<file path="config.mk">
export PLATFORM = sky130hd
export DESIGN_NAME = dma_reg_if
export DESIGN_NICKNAME = d
export VERILOG_FILES = /design/src/rtl/dma_regs_pkg.sv /design/src/rtl/dma_byte_seq.sv /design/src/rtl/dma_chan_regs.sv /design/src/rtl/dma_mask_ctl.sv /design/src/rtl/dma_reg_if.sv
export SDC_FILE = /design/constraint.sdc
export NUM_CORES = 1
export LEC_CHECK = 0
export BUFFER_PORTS_ARGS = -buffer_cell sky130_fd_sc_hd__buf_2
export CAP_MARGIN = 20
export CORE_ASPECT_RATIO = 0.7
export CORE_MARGIN = 10
export CORE_UTILIZATION = 55
export CTS_BUF_LIST = sky130_fd_sc_hd__clkbuf_4
export DETAILED_ROUTE_END_ITERATION = 12
export MAX_ROUTING_LAYER = met4
export PLACE_DENSITY = 0.81
export SETUP_SLACK_MARGIN = 0.4
export SYNTH_ARGS = -nofsm -noshare
export SYNTH_HDL_FRONTEND = slang
export SYNTH_SLANG_ARGS = --single-unit
</file>
<file path="constraint.sdc">
create_clock -name clk -period 2.4 [get_ports clk]
set_clock_uncertainty 0.15 [all_clocks]
set_input_delay 0 -clock clk [delete_from_list [all_inputs] [get_ports clk]]
set_output_delay 0 -clock clk [all_outputs]
set_load 0.01 [all_outputs]
</file>
<file path="src/rtl/dma_regs_pkg.sv">
package dma_regs_pkg;
    localparam int BYTE_W = 8;
    localparam int WORD_W = 16;

    localparam logic [3:0] OFS_CMD_STS  = 4'h8;
    localparam logic [3:0] OFS_REQ      = 4'h9;
    localparam logic [3:0] OFS_MASK_ONE = 4'hA;
    localparam logic [3:0] OFS_MODE     = 4'hB;
    localparam logic [3:0] OFS_PTR_CLR  = 4'hC;
    localparam logic [3:0] OFS_MRESET   = 4'hD;
    localparam logic [3:0] OFS_MASK_CLR = 4'hE;
    localparam logic [3:0] OFS_MASK_ALL = 4'hF;

    typedef enum logic {FF_LOW, FF_HIGH} ptr_state_e;

    function automatic logic [WORD_W-1:0] put_byte(input logic [WORD_W-1:0] old,
                                                   input logic [BYTE_W-1:0] b,
                                                   input logic hi);
        return hi ? {b, old[BYTE_W-1:0]} : {old[WORD_W-1:BYTE_W], b};
    endfunction

    function automatic logic [BYTE_W-1:0] get_byte(input logic [WORD_W-1:0] w,
                                                   input logic hi);
        return hi ? w[WORD_W-1:BYTE_W] : w[BYTE_W-1:0];
    endfunction
endpackage

</file>
<file path="src/rtl/dma_byte_seq.sv">
module dma_byte_seq
    import dma_regs_pkg::*;
(
    input  logic clk,
    input  logic rst_n,
    input  logic step,
    input  logic clear,
    output logic ff_hi
);
    ptr_state_e st, st_nx;

    always_ff @(posedge clk or negedge rst_n) begin
        if (!rst_n) st <= FF_LOW;
        else        st <= st_nx;
    end

    always_comb begin
        st_nx = st;
        if (clear) begin
            st_nx = FF_LOW;
        end else if (step) begin
            unique case (st)
                FF_LOW:  st_nx = FF_HIGH;
                FF_HIGH: st_nx = FF_LOW;
            endcase
        end
    end

    assign ff_hi = (st == FF_HIGH);
endmodule

</file>
<file path="src/rtl/dma_chan_regs.sv">
module dma_chan_regs
    import dma_regs_pkg::*;
(
    input  logic              clk,
    input  logic              rst_n,
    input  logic              ff_hi,
    input  logic              wr_addr,
    input  logic              wr_cnt,
    input  logic              wr_mode,
    input  logic [BYTE_W-1:0] wdata,
    input  logic [BYTE_W-1:0] mode_val,
    input  logic              eng_upd,
    input  logic [WORD_W-1:0] eng_addr,
    input  logic [WORD_W-1:0] eng_cnt,
    output logic [WORD_W-1:0] base_addr,
    output logic [WORD_W-1:0] cur_addr,
    output logic [WORD_W-1:0] base_cnt,
    output logic [WORD_W-1:0] cur_cnt,
    output logic [BYTE_W-1:0] mode
);
    always_ff @(posedge clk or negedge rst_n) begin
        if (!rst_n) begin
            base_addr <= '0;
            cur_addr  <= '0;
            base_cnt  <= '0;
            cur_cnt   <= '0;
            mode      <= '0;
        end else begin
            if (wr_addr) begin
                base_addr <= put_byte(base_addr, wdata, ff_hi);
                cur_addr  <= put_byte(cur_addr, wdata, ff_hi);
            end else if (eng_upd) begin
                cur_addr  <= eng_addr;
            end
            if (wr_cnt) begin
                base_cnt <= put_byte(base_cnt, wdata, ff_hi);
                cur_cnt  <= put_byte(cur_cnt, wdata, ff_hi);
            end else if (eng_upd) begin
                cur_cnt  <= eng_cnt;
            end
            if (wr_mode) mode <= mode_val;
        end
    end
endmodule

</file>
<file path="src/rtl/dma_mask_ctl.sv">
module dma_mask_ctl #(
    parameter int NCH = 4,
    localparam int CH_W = $clog2(NCH)
) (
    input  logic            clk,
    input  logic            rst_n,
    input  logic            one_wr,
    input  logic            all_wr,
    input  logic            clr_wr,
    input  logic            mreset,
    input  logic [CH_W-1:0] sel,
    input  logic            set_bit,
    input  logic [NCH-1:0]  all_val,
    output logic [NCH-1:0]  mask
);
    always_ff @(posedge clk or negedge rst_n) begin
        if (!rst_n)       mask <= '1;
        else if (mreset)  mask <= '1;
        else if (clr_wr)  mask <= '0;
        else if (all_wr)  mask <= all_val;
        else if (one_wr)  mask[sel] <= set_bit;
    end
endmodule

</file>
<file path="src/rtl/dma_reg_if.sv">
module dma_reg_if
    import dma_regs_pkg::*;
#(
    parameter int NCH = 4,
    localparam int CH_W = $clog2(NCH),
    localparam int AW = WORD_W,
    localparam int BW = BYTE_W
) (
    input  logic              clk,
    input  logic              rst_n,
    input  logic [3:0]        io_port,
    input  logic              io_rd,
    input  logic              io_wr,
    input  logic [BW-1:0]     io_wdata,
    output logic [BW-1:0]     io_rdata,
    input  logic              eng_upd,
    input  logic [CH_W-1:0]   eng_chan,
    input  logic [AW-1:0]     eng_addr,
    input  logic [AW-1:0]     eng_cnt,
    input  logic              eng_sts_wr,
    input  logic [BW-1:0]     eng_sts,
    input  logic              eng_tmp_wr,
    input  logic [BW-1:0]     eng_tmp,
    output logic [BW-1:0]     cmd_o,
    output logic [NCH-1:0]    req_o,
    output logic [NCH-1:0]    mask_o,
    output logic [NCH*BW-1:0] mode_o,
    output logic [NCH*AW-1:0] base_addr_o,
    output logic [NCH*AW-1:0] cur_addr_o,
    output logic [NCH*AW-1:0] base_cnt_o,
    output logic [NCH*AW-1:0] cur_cnt_o
);
    // port decode
    logic            chan_port;
    logic [CH_W-1:0] port_ch;
    logic            wr_mreset;
    logic            ff_hi;

    assign chan_port = ~io_port[3];
    assign port_ch   = io_port[CH_W:1];
    assign wr_mreset = io_wr && (io_port == OFS_MRESET);

    dma_byte_seq u_seq (
        .clk   (clk),
        .rst_n (rst_n),
        .step  ((io_wr || io_rd) && chan_port),
        .clear (io_wr && ((io_port == OFS_PTR_CLR) || (io_port == OFS_MRESET))),
        .ff_hi (ff_hi)
    );

    logic [AW-1:0] cur_addr_a [NCH];
    logic [AW-1:0] cur_cnt_a  [NCH];

    for (genvar c = 0; c < NCH; c++) begin : g_chan
        logic [AW-1:0] base_addr_c, base_cnt_c;
        logic [BW-1:0] mode_c;
        dma_chan_regs u_chan (
            .clk       (clk),
            .rst_n     (rst_n),
            .ff_hi     (ff_hi),
            .wr_addr   (io_wr && chan_port && !io_port[0] && (port_ch == CH_W'(c))),
            .wr_cnt    (io_wr && chan_port &&  io_port[0] && (port_ch == CH_W'(c))),
            .wr_mode   (io_wr && (io_port == OFS_MODE) && (io_wdata[CH_W-1:0] == CH_W'(c))),
            .wdata     (io_wdata),
            .mode_val  ({io_wdata[BW-1:2], 2'b00}),
            .eng_upd   (eng_upd && (eng_chan == CH_W'(c))),
            .eng_addr  (eng_addr),
            .eng_cnt   (eng_cnt),
            .base_addr (base_addr_c),
            .cur_addr  (cur_addr_a[c]),
            .base_cnt  (base_cnt_c),
            .cur_cnt   (cur_cnt_a[c]),
            .mode      (mode_c)
        );
        assign base_addr_o[c*AW +: AW] = base_addr_c;
        assign cur_addr_o[c*AW +: AW]  = cur_addr_a[c];
        assign base_cnt_o[c*AW +: AW]  = base_cnt_c;
        assign cur_cnt_o[c*AW +: AW]   = cur_cnt_a[c];
        assign mode_o[c*BW +: BW]      = mode_c;
    end

    dma_mask_ctl #(.NCH(NCH)) u_mask (
        .clk     (clk),
        .rst_n   (rst_n),
        .one_wr  (io_wr && (io_port == OFS_MASK_ONE)),
        .all_wr  (io_wr && (io_port == OFS_MASK_ALL)),
        .clr_wr  (io_wr && (io_port == OFS_MASK_CLR)),
        .mreset  (wr_mreset),
        .sel     (io_wdata[CH_W-1:0]),
        .set_bit (io_wdata[2]),
        .all_val (io_wdata[NCH-1:0]),
        .mask    (mask_o)
    );

    // shared command / status / request / temporary
    logic [BW-1:0] sts_q, tmp_q;

    always_ff @(posedge clk or negedge rst_n) begin
        if (!rst_n) begin
            cmd_o <= '0;
            sts_q <= '0;
            req_o <= '0;
            tmp_q <= '0;
        end else begin
            if (eng_tmp_wr) tmp_q <= eng_tmp;
            if (wr_mreset) begin
                cmd_o <= '0;
                sts_q <= '0;
                req_o <= '0;
            end else begin
                if (eng_sts_wr) sts_q <= eng_sts;
                if (io_wr && (io_port == OFS_CMD_STS)) cmd_o <= io_wdata;
                if (io_wr && (io_port == OFS_REQ)) req_o[io_wdata[CH_W-1:0]] <= io_wdata[2];
            end
        end
    end

    // read mux
    always_comb begin
        io_rdata = '0;
        if (chan_port) begin
            io_rdata = io_port[0] ? get_byte(cur_cnt_a[port_ch], ff_hi)
                                  : get_byte(cur_addr_a[port_ch], ff_hi);
        end else begin
            unique case (io_port)
                OFS_CMD_STS:  io_rdata = sts_q;
                OFS_MRESET:   io_rdata = tmp_q;
                OFS_MASK_ALL: io_rdata = BW'(mask_o);
                default:      io_rdata = '0;
            endcase
        end
    end
endmodule

</file>
==> impl_metrics.csv, run 1 <==
group,metric,value,unit
run_status,status,"complete, but fails checks",
run_status,failed_checks,"negative setup slack",
finish,drive_gt1_frac,0.438,
routing,detail_route.wl_per_cell,27.5,µm
power,p_leak,10.2,nW
cts,cts_tree,"yes",
cts,cts_max_level,3,
logic_synthesis,synthSimpleGateAreaFrac,0.101,
logic_synthesis,synth_seq_cells,313,
place,io_buffer_count,372,
routing,met1_length,22.3,mm
logic_synthesis,synth_top_family_by_area,"multiplexers",
sta,grt_setup_unrepaired,"true",
sta,timing.final.ws_setup,-0.0649,ns
sta,whs,0.0255,ns
place,placed_area,16600,µm²
routing,route.met3.wl,7.78,mm
place,dp_hpwl,39.4,mm
logic_synthesis,synthFlopType,"dfrtp_1",
global_route,grt_start_max_net_pins,76,
routing,highest_layer,"met4",
routing,first_iter_violations,2183,
routing,route.final.wire_length,59.5,mm
hold_path,hp-class,"input pin to register",
cts,clock_tree.buffer_depth,3,
routing,viasPerCell,6.34,
global_route,first_global_vias,13700,
global_route,grt.total_usage,0.363,
logic_synthesis,synth_compound_area_frac,0.155,
finish,nNetsFinal,1840,
cts,clock_latency,0.71,ns
finish,final_cell_mix,"367 x buf_2, 308 x dfrtp_1, 144 x dlygate4sd3_1, 131 x mux2_2, 107 x clkbuf_4",
cts,clockRootBuffer,"clkbuf_4",
floorplan,die_x,212,µm
sta,min_period_over_period,1.03,
logic_synthesis,netlist_area,14200,µm²
logic_synthesis,synth_fa_ha_area_frac,0,
sta,tns,-0.243,ns
setup_path,slowest_delay,0.45,ns
logic_synthesis,synth_area_per_cell,12.1,µm²
sta,fmax,0.406,GHz
cts,clk_pin_slew,0.07,ns
logic_synthesis,syn_inst,1172,
routing,route.detailed.drc,0,
logic_synthesis,ys_warn_count,0,
logic_synthesis,synth_edf_count,0,
routing,routed-wl-met2,26.5,mm
setup_path,crit_path_cell_trace,"buf_12 -> and2_4 -> a221oi_4 -> o21ai_2 -> nand3_1 -> buf_6",
setup_path,critPathArrivalTime,2.31,ns
floorplan,start_util,0.556,
floorplan,ios,381,
logic_synthesis,netlist.area_leader.share,0.545,
routing,num_vias,13700,
sta,worst_pin_slew,0.975,ns
logic_synthesis,muxShareOfSynthArea,0.156,
global_route,antenna_found_initial,6,
logic_synthesis,synth_xor_xnor_area_share,0,
routing,drt-pass1-iter-count,8,
logic_synthesis,synth_seq_area_share,0.553,
job,drv_cap,0,
finish,area_delta_synth_final,38.6,%
setup_path,required,2.25,ns
logic_synthesis,synth_cell_type_count,51,
sta,slew_viol_final,0,
finish,finish.instance_area,19700,µm²
finish,final_common_cell,"buf_2",
setup_path,endpoint_kind,"output port",
setup_path,slowest_stage,"dfrtp_2",
finish,fillers,1636,
setup_path,path_max_fanout,13,
finish,final_util,0.771,
logic_synthesis,yosysTopAreaCell,"dfrtp_1",
floorplan,core_area,25500,µm²
cts,clock_sinks,313,
power,power.density,909,nW/µm²
global_route,gr-total-overflow,0,
logic_synthesis,async_flop_share,1.00,
sta,final_hold_viol_count,0,
cts,cts_buffers,76,
power,vdd_drop_max,0.738,mV
logic_synthesis,synthTopCellsByArea,"dfrtp_1 55%, mux2_2 10%, a21o_1 3.7%, a22o_1 3.6%, mux4_2 3.0%",
sta,finalCriticalPeriod,2.46,ns
floorplan,dieArea,32700,µm²
sta,finalSetupViolations,8,
floorplan,die_h,154,µm
routing,postRouteAntennaNets,0,
global_route,grt_pass1_wl,87.4,mm
floorplan,rows,49,
place,gp_congestion,0.973,
setup_path,critPathKind,"register to output port",
sta,max_slew_margin,0.350,
setup_path,startpoint_type,"register",
## Yosys cell counts, types with 3 or more instances
master    number
a21o_1        70
a21oi_1        8
a221o_1       40
a221oi_1      15
a22o_1        58
a22oi_1       36
a31oi_1        3
and2_1        13
and3_1        20
buf_1          6
buf_2         27
buf_4         11
buf_6          3
clkbuf_1      49
dfrtp_1      309
dfstp_2        4
inv_1         10
mux2_2       131
mux2i_1       31
mux4_2        19
nand2_1      107
nand2b_1      11
nand3_1       11
nand3b_1       3
nand4_1        4
nor2_1        60
nor2_2         5
nor2_4         7
nor2b_1        3
nor3_1        28
nor3_2         5
o21ai_0       30
o22ai_1       15
or3_1          3
## kinds of logic (layout without fill, tap and decap cells)
| kind of cell | count (synthesis) | count (layout) |
|---|---|---|
| multiplexers | 181 | 181 |
| flip-flops | 313 | 313 |
| other | 1 | 15 |
| buffers and inverters | 106 | 749 |
| AND/OR/NAND/NOR | 288 | 288 |
| AO/OA/AOI/OAI | 283 | 284 |
## per-layer routing
metal | vias up | track usage
li1 | 5577 | -
met3 | 246 | 0.121
met1 | 6721 | 0.458
met5 | - | -
met4 | 0 | 0.154
met2 | 1149 | 0.527
## sequential cells by signal (all words and copies together) (netlist names)
register / flops
cmd_o: 8
g_chan.u_chan.base_addr: 64
g_chan.u_chan.base_cnt: 64
g_chan.u_chan.cur_addr: 64
g_chan.u_chan.cur_cnt: 64
g_chan.u_chan.mode: 24
req_o: 4
sts_q: 8
tmp_q: 8
u_mask.mask: 4
u_seq.ff_hi: 1
## critical path, delay by kind of cell (launching register included)
family / cells / cell delay (ns)
simple gates: 2 / 0.38
flops: 1 / 0.45
buf+inv: 2 / 0.29
compound gates: 2 / 0.47
## final timing paths
| check | start | endpoint | slack, ns | cells past startpoint |
|---|---|---|---|---|
| max in group asynchronous | rst_n | g_chan[1].u_chan.base_cnt[5]$_DFFE_PN0P_ | 1.01 | 4 |
| setup reg to reg | u_seq.ff_hi$_DFFE_PN0P_ | g_chan[3].u_chan.base_cnt[1]$_DFFE_PN0P_ | 0.42 | 4 |
| hold / removal | eng_addr[14] | g_chan[2].u_chan.cur_addr[14]$_DFFE_PN0P_ | 0.03 | 4 |
| hold reg to reg | g_chan[1].u_chan.base_cnt[3]$_DFFE_PN0P_ | g_chan[1].u_chan.base_cnt[3]$_DFFE_PN0P_ | 0.33 | 1 |
| min in group asynchronous | rst_n | g_chan[2].u_chan.cur_addr[14]$_DFFE_PN0P_ | 0.22 | 3 |
| setup / recovery | u_seq.ff_hi$_DFFE_PN0P_ | io_rdata[3] | -0.06 | 6 |
## timing repair
item	in CTS	in global routing
pin swaps	14	6
gates cloned	1	2
resized for setup	54	38
endpoints found under the hold margin	601	11
hold buffers	144	4
setup endpoints to repair	16	181
buffers inserted	20	7
## report_power, final
| part | switching, mW | internal [mW] | total (mW) | leakage, nW |
|---|---|---|---|---|
| clock | 2.26 | 2.27 | 4.53 | 0.568 |
| sequential | 0.993 | 6.61 | 7.60 | 3.92 |
| combinational | 3.10 | 2.63 | 5.73 | 5.73 |
## stage by stage
step | power, mW | instances | setup slack [ns]
6_report | 17.9 | 2161 | -0.0649
5_1_grt | 18.6 | 2160 | -0.105
4_1_cts | 17.6 | 2141 | -0.0253
3_5_place_dp | 12.6 | 1846 | 0.198
3_3_place_gp | 12.5 | 1846 | 0.236
2_1_floorplan | 9.97 | 1179 | 0.448
## layout make-up
cell class	instances	area, µm²	area share
sequential	313	7840	0.399
multi-input combinational	761	6180	0.314
timing repair buffer	609	4220	0.215
clock buffer	107	803	0.0409
tap	331	414	0.0211
clock inverter	23	144	0.00732
inverter	10	40.0	0.00204
antenna	7	17.5	0.000891
Note: power is estimated with default switching activity, not from simulation.
==> run 2, diff against run 1 <==
--- a/config.mk
+++ b/config.mk
@@ -10,11 +10,12 @@
 export CORE_ASPECT_RATIO = 0.7
 export CORE_MARGIN = 10
-export CORE_UTILIZATION = 55
+export CORE_UTILIZATION = 56
 export CTS_BUF_LIST = sky130_fd_sc_hd__clkbuf_4
 export DETAILED_ROUTE_END_ITERATION = 12
 export MAX_ROUTING_LAYER = met4
-export PLACE_DENSITY = 0.81
+export PLACE_DENSITY = 0.8
 export SETUP_SLACK_MARGIN = 0.4
 export SYNTH_ARGS = -nofsm -noshare
 export SYNTH_HDL_FRONTEND = slang
+export SYNTH_HIERARCHICAL = 1
 export SYNTH_SLANG_ARGS = --single-unit
==> constraint.sdc (replaced) <==
create_clock -name clk -period 2.4 [get_ports clk]
set_clock_uncertainty 0.15 [all_clocks]
set_input_delay 0.24 -clock clk [delete_from_list [all_inputs] [get_ports clk]]
set_output_delay 0.24 -clock clk [all_outputs]
set_load 0.01 [all_outputs]
==> run 2 against run 1 <==
Cell area up 9.5%. The run still ends with negative setup slack left. Critical endpoint unchanged. First-iteration DRC count down 45%. Critical path type unchanged. Non-clock buffer count down 45. Register-to-register slack about the same. Largest cell class is now multi-input combinational cells.
==> impl_metrics.csv, run 2 <==
group,metric,value,unit
run_status,status,"complete, but fails checks",
run_status,failed_checks,"negative setup slack",
cts,clock_latency,0.79,ns
logic_synthesis,yosysMostFrequentCell,"mux2i_1",
routing,first_iter_violations,1191,
logic_synthesis,synth_seq_area_share,0.481,
setup_path,startpoint_type,"register",
power,p_comb_frac,0.405,
logic_synthesis,ys_warn_count,6,
finish,drive_gt1_frac,0.470,
cts,cts_tree,"yes",
job,drv_cap,0,
setup_path,path_max_fanout,6,
cts,cts_max_level,3,
routing,route.final.wire_length,58.9,mm
setup_path,slowest_stage,"dfrtp_4",
setup_path,critPathArrivalTime,2.48,ns
cts,clockRootBuffer,"clkbuf_4",
routing,detail_route.wl_per_cell,26.9,µm
routing,num_vias,12900,
sta,tns,-2.96,ns
power,power.internal,14.1,mW
global_route,first_global_vias,13800,
cts,clk_pin_slew,0.07,ns
sta,timing.final.ws_setup,-0.466,ns
power,p_leak,10.5,nW
sta,grt_setup_unrepaired,"true",
finish,finalNonFillerCells,2186,
setup_path,slowest_delay,0.48,ns
routing,viasPerCell,5.88,
finish,area_delta_synth_final,28.9,%
logic_synthesis,synth_edf_count,0,
finish,final_cell_mix,"421 x mux2i_1, 377 x buf_2, 316 x dfrtp_1, 115 x clkbuf_4, 106 x mux2_2",
place,io_buffer_count,380,
floorplan,core_area,29100,µm²
logic_synthesis,synth_seq_cells,321,
setup_path,critPathKind,"register to output port",
sta,final_hold_viol_count,0,
floorplan,die_h,165,µm
global_route,antenna_found_initial,3,
power,netSwitchingPower,8.30,mW
power,vdd_drop_max,0.783,mV
logic_synthesis,synth_area_per_cell,14.2,µm²
floorplan,die_x,226,µm
place,dp_cells,1942,
finish,nNetsFinal,1820,
routing,drt-pass1-iter-count,7,
logic_synthesis,async_flop_share,1.00,
logic_synthesis,synthTopCellsByArea,"dfrtp_1 47%, mux2i_1 25%, mux2_2 7.1%, mux2_4 5.8%, mux4_2 2.2%",
cts,clock_tree.buffer_depth,3,
sta,slew_viol_final,0,
logic_synthesis,synth_cell_type_count,55,
hold_path,hp-class,"input pin to register",
power,power.density,1040,nW/µm²
finish,final_common_cell,"mux2i_1",
logic_synthesis,netlist.area_leader.share,0.475,
sta,worst_pin_slew,0.989,ns
routing,route.detailed.drc,0,
setup_path,required,2.01,ns
sta,whs,0.0578,ns
floorplan,rows,52,
power,switching_share,0.371,
power,p_clk_frac,0.212,
sta,finalSetupViolations,8,
power,power_frac_seq,0.383,
global_route,grt_pass1_wl,87.4,mm
logic_synthesis,yosysTopAreaCell,"dfrtp_1",
floorplan,dieArea,37200,µm²
logic_synthesis,netlist_area,16700,µm²
setup_path,crit_path_cell_trace,"buf_8 -> mux2_2 -> o221ai_2 -> o21ai_1 -> a211o_1 -> buf_6",
finish,final-seq-area,8040,µm²
power,finalPower,22.4,mW
global_route,gr-total-overflow,0,
setup_path,worst-path-buf-inv,2,
finish,multi_input_area,8140,µm²
sta,max_slew_margin,0.340,
logic_synthesis,syn_inst,1180,
place,dp_hpwl,40.4,mm
place,gp_congestion,0.936,
floorplan,ios,381,
setup_path,endpoint_kind,"output port",
floorplan,start_util,0.573,
logic_synthesis,synthFlopType,"dfrtp_1",
setup_path,r2r_slack,0.42,ns
global_route,grt.total_usage,0.322,
logic_synthesis,yosys-top-cells-count,"423 x mux2i_1, 317 x dfrtp_1, 106 x mux2_2, 64 x mux2_4, 42 x buf_4",
sta,fmax,0.349,GHz
cts,cts_buffers,81,
cts,clock_sinks,321,
global_route,grt_start_max_net_pins,68,
setup_path,cpLargestDelayFamily,"compound AO/OA/AOI/OAI gates",
routing,postRouteAntennaNets,0,
finish,fillers,1968,
sta,finalCriticalPeriod,2.87,ns
sta,min_period_over_period,1.19,
## run 2: worst min-delay path, cell delays in order
cell and delay [ns]:
buf_2 0.19, nand3_4 0.14, nand2b_4 0.16, a21oi_1 0.07
o22ai_2 0.11
## run 2: area by class of cell
| class | instances | share of cell area |
|---|---|---|
| repair buffers | 564 | 0.177 |
| multi-input cells | 773 | 0.378 |
| inverters | 10 | 0.00174 |
| diodes | 3 | 0.000349 |
| clock inverters | 22 | 0.00692 |
| clock buffers | 115 | 0.0401 |
| flip-flops and latches | 321 | 0.373 |
| well taps | 378 | 0.0220 |
## run 2: power by group through the flow
| stage | clock, mW | combinational [mW] | sequential [mW] |
|---|---|---|---|
| final | 4.75 | 9.06 | 8.56 |
| after global routing | 5.16 | 9.60 | 8.73 |
| after CTS | 4.82 | 9.02 | 8.49 |
| after detailed placement | 0 | 8.29 | 8.57 |
| after global placement | 0 | 8.08 | 8.47 |
| after floorplan | 0 | 4.24 | 9.05 |
## run 2: routing by layer
metal  up-vias  share of wire  track usage
met2       579           0.46        0.486
met1      6624           0.42        0.404
met4         0          0.026       0.0997
met3       101          0.094        0.108
met5         -              0            -
li1       5548              -            -
## run 2: per-stage QoR
| step | util | setup slack [ns] | cell area [µm²] |
|---|---|---|---|
| after global placement | 0.662 | -0.0548 | 19300 |
| after global routing | 0.739 | -0.553 | 21500 |
| after detailed placement | 0.662 | -0.110 | 19300 |
| after CTS | 0.738 | -0.496 | 21500 |
| after floorplan | - | 0.384 | 16700 |
| final | 0.739 | -0.466 | 21500 |
## run 2: timing repair
item | CTS | global route
setup buffers | 10 | 1
resized for setup | 32 | 3
endpoints found under the hold margin | 525 | 0
endpoints found under the setup margin | 81 | 12
cloned | 2 | 0
hold buffers | 91 | 0
pin swaps | 7 | 2
## run 2: logic make-up after synthesis
logic type / share of synthesized area
buffers and inverters: 0.0425
flip-flops: 0.481
AND/OR/NAND/NOR: 0.0351
AO/OA/AOI/OAI: 0.0270
multiplexers: 0.413
other: 0.000224
XOR/XNOR: 0.000524
## run 2: final timing paths
check / startpoint / endpoint / cells past startpoint
max in group asynchronous: rst_n / g_chan[1].u_chan/cur_addr[2]$_DFFE_PN0P_ / 4
hold / removal: io_port[0] / req_o[1]$_DFFE_PN0P_ / 5
min in group asynchronous: rst_n / g_chan[3].u_chan/cur_addr[1]$_DFFE_PN0P_ / 3
setup / recovery: u_seq/ff_hi$_DFFE_PN0P_ / io_rdata[3] / 6
hold reg to reg: g_chan[3].u_chan/mode[0]$_DFFE_PN0P_ / g_chan[3].u_chan/mode[0]$_DFFE_PN0P_ / 1
setup reg to reg: u_seq/ff_hi$_DFFE_PN0P_ / g_chan[0].u_chan/base_addr[0]$_DFFE_PN0P_ / 5
